<file path="config.mk">
export PLATFORM = sky130hd
export DESIGN_NAME = disk_switch_decoder
export DESIGN_NICKNAME = d
export VERILOG_FILES = /design/src/rtl/dsd_pkg.sv /design/src/rtl/dsd_decode.sv /design/src/rtl/dsd_motor.sv /design/src/rtl/dsd_drive.sv /design/src/rtl/dsd_mode.sv /design/src/rtl/disk_switch_decoder.sv
export SDC_FILE = /design/constraint.sdc
export NUM_CORES = 1
export LEC_CHECK = 0
export BUFFER_PORTS_ARGS = -buffer_cell sky130_fd_sc_hd__buf_2
export CAP_MARGIN = 0
export CORE_ASPECT_RATIO = 0.5
export CORE_UTILIZATION = 45
export DETAILED_ROUTE_END_ITERATION = 16
export PLACE_DENSITY = 0.66
export SYNTH_ARGS = -nofsm -noshare
export SYNTH_HDL_FRONTEND = slang
export SYNTH_HIERARCHICAL = 1
export SYNTH_SLANG_ARGS = --single-unit
</file>
<file path="constraint.sdc">
create_clock -name clk -period 1.2 [get_ports clk]
set_input_delay 0.12 -clock clk [delete_from_list [all_inputs] [get_ports clk]]
set_output_delay 0.12 -clock clk [all_outputs]
set_load 0.05 [all_outputs]
</file>
<file path="src/rtl/dsd_pkg.sv">
package dsd_pkg;

  localparam int NUM_PHASES = 4;
  localparam int NUM_DRIVES = 2;
  localparam int ADDR_W     = 4;
  localparam int DATA_W     = 8;

  // Upper-half command codes (address bits [2:1] when address bit 3 is set)
  typedef enum logic [1:0] {
    GRP_MOTOR = 2'd0,
    GRP_DRIVE = 2'd1,
    GRP_LATA  = 2'd2,
    GRP_LATB  = 2'd3
  } cmd_grp_e;

  typedef struct packed {
    logic       phase_wr;
    logic [1:0] phase_idx;
    logic       bit_val;
    logic       motor_off;
    logic       motor_on;
    logic       sel_wr;
    logic       lat_a_wr;
    logic       lat_b_wr;
  } dsd_cmd_t;

endpackage

</file>
<file path="src/rtl/dsd_decode.sv">
module dsd_decode
  import dsd_pkg::*;
(
  input  logic              acc_valid,
  input  logic [ADDR_W-1:0] acc_addr,
  input  logic [DATA_W-1:0] shift_in,
  output dsd_cmd_t          cmd,
  output logic [DATA_W-1:0] rd_data
);

  cmd_grp_e grp;

  always_comb begin
    grp           = cmd_grp_e'(acc_addr[2:1]);
    cmd           = '0;
    cmd.bit_val   = acc_addr[0];
    cmd.phase_idx = acc_addr[2:1];
    if (acc_valid) begin
      if (!acc_addr[3]) begin
        cmd.phase_wr = 1'b1;
      end else begin
        unique case (grp)
          GRP_MOTOR: begin
            cmd.motor_on  = acc_addr[0];
            cmd.motor_off = ~acc_addr[0];
          end
          GRP_DRIVE: cmd.sel_wr   = 1'b1;
          GRP_LATA:  cmd.lat_a_wr = 1'b1;
          GRP_LATB:  cmd.lat_b_wr = 1'b1;
          default:   cmd.sel_wr   = 1'b0;
        endcase
      end
    end
  end

  // Odd locations read back all ones
  always_comb begin
    if (acc_addr[0]) rd_data = {DATA_W{1'b1}};
    else             rd_data = shift_in;
  end

endmodule

</file>
<file path="src/rtl/dsd_motor.sv">
module dsd_motor #(
  parameter int OFF_CYCLES = 2_000_000
) (
  input  logic clk,
  input  logic rst_ni,
  input  logic off_req,
  input  logic on_req,
  output logic motor_en
);

  localparam int CNT_W = $clog2(OFF_CYCLES + 1);
  localparam logic [CNT_W-1:0] CNT_LOAD = CNT_W'(OFF_CYCLES);
  localparam logic [CNT_W-1:0] CNT_LAST = CNT_W'(1);

  logic [CNT_W-1:0] cnt_q, cnt_d;
  logic             pend_q, pend_d;
  logic             mot_q, mot_d;
  logic             upd_en;

  always_comb begin
    cnt_d  = cnt_q;
    pend_d = pend_q;
    mot_d  = mot_q;
    if (on_req) begin
      mot_d  = 1'b1;
      pend_d = 1'b0;
      cnt_d  = '0;
    end else if (off_req) begin
      pend_d = 1'b1;
      cnt_d  = CNT_LOAD;
    end else if (pend_q) begin
      if (cnt_q == CNT_LAST) begin
        mot_d  = 1'b0;
        pend_d = 1'b0;
        cnt_d  = '0;
      end else begin
        cnt_d  = cnt_q - CNT_LAST;
      end
    end
  end

  assign upd_en = on_req | off_req | pend_q;

  always_ff @(posedge clk or negedge rst_ni) begin
    if (!rst_ni) begin
      cnt_q  <= '0;
      pend_q <= 1'b0;
      mot_q  <= 1'b0;
    end else if (upd_en) begin
      cnt_q  <= cnt_d;
      pend_q <= pend_d;
      mot_q  <= mot_d;
    end
  end

  assign motor_en = mot_q;

endmodule

</file>
<file path="src/rtl/dsd_drive.sv">
module dsd_drive
  import dsd_pkg::*;
(
  input  logic                  clk,
  input  logic                  rst_ni,
  input  logic                  sel_wr,
  input  logic                  sel_val,
  input  logic                  motor_en,
  output logic                  drive_sel,
  output logic [NUM_DRIVES-1:0] drive_motor
);

  logic sel_q, sel_d, sel_en;

  // A write of the active drive leaves the register untouched
  assign sel_en = sel_wr & (sel_val != sel_q);

  always_comb begin
    sel_d = sel_q;
    if (sel_en) sel_d = sel_val;
  end

  always_ff @(posedge clk or negedge rst_ni) begin
    if (!rst_ni)     sel_q <= 1'b0;
    else if (sel_en) sel_q <= sel_d;
  end

  assign drive_sel = sel_q;

  for (genvar gi = 0; gi < NUM_DRIVES; gi++) begin : g_drv
    assign drive_motor[gi] = motor_en & (sel_q == gi[0]);
  end

endmodule

</file>
<file path="src/rtl/dsd_mode.sv">
module dsd_mode (
  input  logic clk,
  input  logic rst_ni,
  input  logic lat_a_wr,
  input  logic lat_b_wr,
  input  logic bit_val,
  input  logic clr_req,
  output logic q6,
  output logic q7,
  output logic sr_clear,
  output logic write_begin,
  output logic write_end
);

  logic q6_q, q6_d, q7_q, q7_d;
  logic clr_q, beg_q, end_q;
  logic beg_d, end_d;
  logic lat_en;

  always_comb begin
    q6_d  = q6_q;
    q7_d  = q7_q;
    beg_d = 1'b0;
    end_d = 1'b0;
    if (lat_a_wr) q6_d = bit_val;
    if (lat_b_wr) begin
      q7_d  = bit_val;
      beg_d = bit_val & ~q7_q;
      end_d = ~bit_val & q7_q;
    end
  end

  assign lat_en = lat_a_wr | lat_b_wr;

  always_ff @(posedge clk or negedge rst_ni) begin
    if (!rst_ni) begin
      q6_q <= 1'b1;
      q7_q <= 1'b0;
    end else if (lat_en) begin
      q6_q <= q6_d;
      q7_q <= q7_d;
    end
  end

  always_ff @(posedge clk or negedge rst_ni) begin
    if (!rst_ni) begin
      clr_q <= 1'b0;
      beg_q <= 1'b0;
      end_q <= 1'b0;
    end else begin
      clr_q <= clr_req;
      beg_q <= beg_d;
      end_q <= end_d;
    end
  end

  assign q6          = q6_q;
  assign q7          = q7_q;
  assign sr_clear    = clr_q;
  assign write_begin = beg_q;
  assign write_end   = end_q;

endmodule

</file>
<file path="src/rtl/disk_switch_decoder.sv">
module disk_switch_decoder
  import dsd_pkg::*;
#(
  parameter int CLK_HZ = 2_000_000
) (
  input  logic                  clk,
  input  logic                  rst_n,
  input  logic                  acc_valid,
  input  logic [ADDR_W-1:0]     acc_addr,
  input  logic [DATA_W-1:0]     shift_in,
  output logic [DATA_W-1:0]     rd_data,
  output logic [NUM_PHASES-1:0] phase,
  output logic                  motor_en,
  output logic [NUM_DRIVES-1:0] drive_motor,
  output logic                  drive_sel,
  output logic                  q6,
  output logic                  q7,
  output logic                  sr_clear,
  output logic                  write_begin,
  output logic                  write_end
);

  // Reset: asserted asynchronously, released through two flops
  logic [1:0] rst_sync_q;
  logic       rst_ni;

  always_ff @(posedge clk or negedge rst_n) begin
    if (!rst_n) rst_sync_q <= 2'b00;
    else        rst_sync_q <= {rst_sync_q[0], 1'b1};
  end

  assign rst_ni = rst_sync_q[1];

  dsd_cmd_t cmd;

  dsd_decode u_dec (
    .acc_valid (acc_valid),
    .acc_addr  (acc_addr),
    .shift_in  (shift_in),
    .cmd       (cmd),
    .rd_data   (rd_data)
  );

  // Stepper phase lines, one enabled flop each
  logic [NUM_PHASES-1:0] ph_q, ph_d, ph_en;

  for (genvar gp = 0; gp < NUM_PHASES; gp++) begin : g_ph
    assign ph_en[gp] = cmd.phase_wr & (cmd.phase_idx == gp[1:0]);
    assign ph_d[gp]  = cmd.bit_val;

    always_ff @(posedge clk or negedge rst_ni) begin
      if (!rst_ni)        ph_q[gp] <= 1'b0;
      else if (ph_en[gp]) ph_q[gp] <= ph_d[gp];
    end
  end

  assign phase = ph_q;

  dsd_motor #(.OFF_CYCLES(CLK_HZ)) u_mot (
    .clk      (clk),
    .rst_ni   (rst_ni),
    .off_req  (cmd.motor_off),
    .on_req   (cmd.motor_on),
    .motor_en (motor_en)
  );

  dsd_drive u_drv (
    .clk         (clk),
    .rst_ni      (rst_ni),
    .sel_wr      (cmd.sel_wr),
    .sel_val     (cmd.bit_val),
    .motor_en    (motor_en),
    .drive_sel   (drive_sel),
    .drive_motor (drive_motor)
  );

  dsd_mode u_mode (
    .clk         (clk),
    .rst_ni      (rst_ni),
    .lat_a_wr    (cmd.lat_a_wr),
    .lat_b_wr    (cmd.lat_b_wr),
    .bit_val     (cmd.bit_val),
    .clr_req     (cmd.motor_off),
    .q6          (q6),
    .q7          (q7),
    .sr_clear    (sr_clear),
    .write_begin (write_begin),
    .write_end   (write_end)
  );

endmodule

</file>
==> results.tsv <==
metric	value	unit
status	finished with violations	
violations	setup timing	
critical_path_class	flop to flop	
cts_buffers	5	
grt_max_degree	27	
area_growth	47.7	%
gp_congestion	0.842	
ios	36	
cp-start-kind	flop	
drv_cap	0	
dpl-instance-area	2690	sq um
cts_root_buffer	clkbuf_8	
numPortBuffers	35	
overflow	0	
netlist_instances	213	
track_usage	25.9	%
path_clk_slew	0.07	ns
period_needed	1.89	ns
postRouteAntennaNets	0	
fin_area	2990	sq um
clock_latency	0.29	ns
crit_arrival	2.07	ns
fin_setup_tns	-14.42	ns
cts_tree	yes	
die_x	96.9	um
pre_cts_ws	-0.665	ns
cp.required	1.38	ns
worst_slack	-0.690	ns
crit_chain	or3_4 -> nor4_4 -> buf_4 -> a21oi_4 -> buf_4 -> a32o_1	
wl_per_cell	16.7	um
endpoint_kind	flop	
synth_area	2030	sq um
diodes	0	
ys_seq_area_share	43.3	%
synth_fp_nets	230	
synth_edf_count	0	
async_flop_share	100	%
rows	16	
fin_crit_sh	157	%
viasPerCell	5.80	
slew_viol_final	0	
yosys_warnings	6	
drtIter0Drc	203	
ir_drop	0.909	mV
timing.rr.start	u_mot/cnt_q[7]$_DFFE_PN0P_	
die-area	4790	sq um
wl	6.11	mm
grt_pass1_wl	9.84	mm
antenna_found_initial	0	
leakage	0.00139	uW
dp_cells	351	
cp_slowest_cell	or3_4	
synthFlopType	dfrtp_1	
synth_top_area_share	42.0	%
path_max_fanout	6	
dr.pass1.iters	6	
whs	0.145	ns
cp.buffers_inverters	2	
yosys.area.top_type	dfrtp_1	
drive_above_1_share	47.9	%
setup_viol	23	
clock_sinks	35	
remaining_drc_errors	0	
dp_hpwl	4.11	mm
max_freq	529	MHz
power.density	1830	nW/um^2
synthTopCellsByArea	dfrtp_1 (42%), nor2_1 (4.3%), nand3_1 (3.2%), nand2_1 (3.0%), nor3_1 (2.5%)	
critPathTopFamily	simple AND/OR/NAND/NOR gates	
rsz0062_at_grt	yes	
max_stage_delay	0.42	ns
die_y	49.4	um
clock_path_buffers	2	
stdcell_count	365	
h-tree-depth	2	
grt_pass1_vias	2079	
hp-class	input pin to async pin	
finalHoldViolCount	0	
ys_types	56	
skew	0.00706	ns
cp-startpoint	u_mot/cnt_q[7]$_DFFE_PN0P_	
coreArea	4100	sq um
fin_nets	327	
cp_common_cell	buf_4	
synth.avg_cell_area	9.51	sq um
ys_seq_elements	35	
vias	2116	
initial_core_util	49.4	%
[where the power goes]
group	switching, uW	leakage, uW	internal [uW]
logic	1480	0.000912	1280
registers	288	0.000424	1470
clock network	429	0.0000515	524
total	2200	0.00139	3280
[area by class of cell]
type / instances / area [sq um]
clock buffer: 8 / 100
fill: 295 / 1110
inverter: 7 / 26.3
multi-input combinational: 162 / 1210
sequential: 35 / 878
tap: 54 / 67.6
timing repair buffer: 99 / 706
[synth_stat cells, types with 3 or more instances]
master	instances
a21oi_1	8
nor4_1	4
mux2_2	3
nor2b_1	5
nor2_1	23
mux2_4	3
a31oi_1	3
nand2_1	16
and2_1	3
inv_1	6
a211oi_1	3
nor3_1	10
dfrtp_1	34
buf_4	4
a21o_1	3
nand3b_1	4
a22oi_1	4
nand2b_1	3
nand3_1	13
clkbuf_1	3
or3_1	3
and3_1	4
or2_1	8
[sequential cells by signal (all words and copies together) (netlist names)]
name	cells
u_mode/q7	1
u_mot/cnt_q	21
phase	4
u_mot/pend_q	1
u_drv/drive_sel	1
rst_sync_q	2
u_mot/motor_en	1
u_mode/sr_clear	1
u_mode/q6	1
u_mode/write_end	1
u_mode/write_begin	1
[layer usage]
layer	routed length (um)	share of wire [%]	track usage [%]	up-vias
met5	0	0	0	-
met2	2810	46	43.1	138
li1	-	-	-	963
met1	2680	44	34.7	1007
met3	585	9.6	5.73	8
met4	33	0.54	6.72	0
[through the flow]
step	total power (uW)	utilization (%)
after floorplan	3090	-
after global placement	4080	65.6
after detailed placement	4140	65.6
after CTS	5270	70.8
after global routing	5750	72.9
final	5480	72.9
[what timing repair did]
action | 4_1_cts | 5_1_grt
pin swaps | 7 | 15
gates resized for setup | 20 | 17
hold endpoints to repair | 2 | 0
hold buffers | 1 | 0
endpoints found under the setup margin | 26 | 25
setup buffers | 4 | 1
[final timing paths]
check                                               to  slack, ns  depth (start not counted)
max in group asynchronous  u_mot/cnt_q[20]$_DFFE_PN0P_       0.57                          1
hold reg to reg                   phase[0]$_DFFE_PN0P_       0.16                          0
setup reg to reg            u_mot/cnt_q[9]$_DFFE_PN0P_      -0.69                          6
hold / removal                 rst_sync_q[0]$_DFF_PN0_       0.14                          2
setup / recovery            u_mot/cnt_q[9]$_DFFE_PN0P_      -0.69                          6
min in group clk                  phase[2]$_DFFE_PN0P_       0.28                          3
[layout by cell type, fill, tap and decap left out, drive strengths merged, types with 3 or more instances in the layout]
cell / synthesis / layout
a211oi: 3 / 3
a21o: 3 / 3
a21oi: 9 / 9
a22oi: 4 / 4
a31oi: 3 / 3
and2: 3 / 3
and3: 4 / 4
and3b: 3 / 3
buf: 6 / 98
clkbuf: 3 / 8
dfrtp: 34 / 34
inv: 6 / 6
mux2: 8 / 8
nand2: 16 / 16
nand2b: 3 / 3
nand3: 13 / 13
nand3b: 4 / 4
nor2: 23 / 23
nor2b: 5 / 5
nor3: 10 / 10
nor4: 6 / 6
o21ai: 4 / 4
or2: 9 / 9
or3: 5 / 5
[cell families after synthesis]
family                   after synthesis  synth area share, %
other                                  1                0.185
XOR/XNOR                               1                0.432
buffers and inverters                 16                 4.45
adder cells (fa/ha/maj)                2                 1.24
AO/OA/AOI/OAI                         39                 13.8
AND/OR/NAND/NOR                      110                 31.1
flip-flops                            35                 43.3
multiplexers                           9                 5.50
No activity file was read; power rests on OpenSTA's default activity.
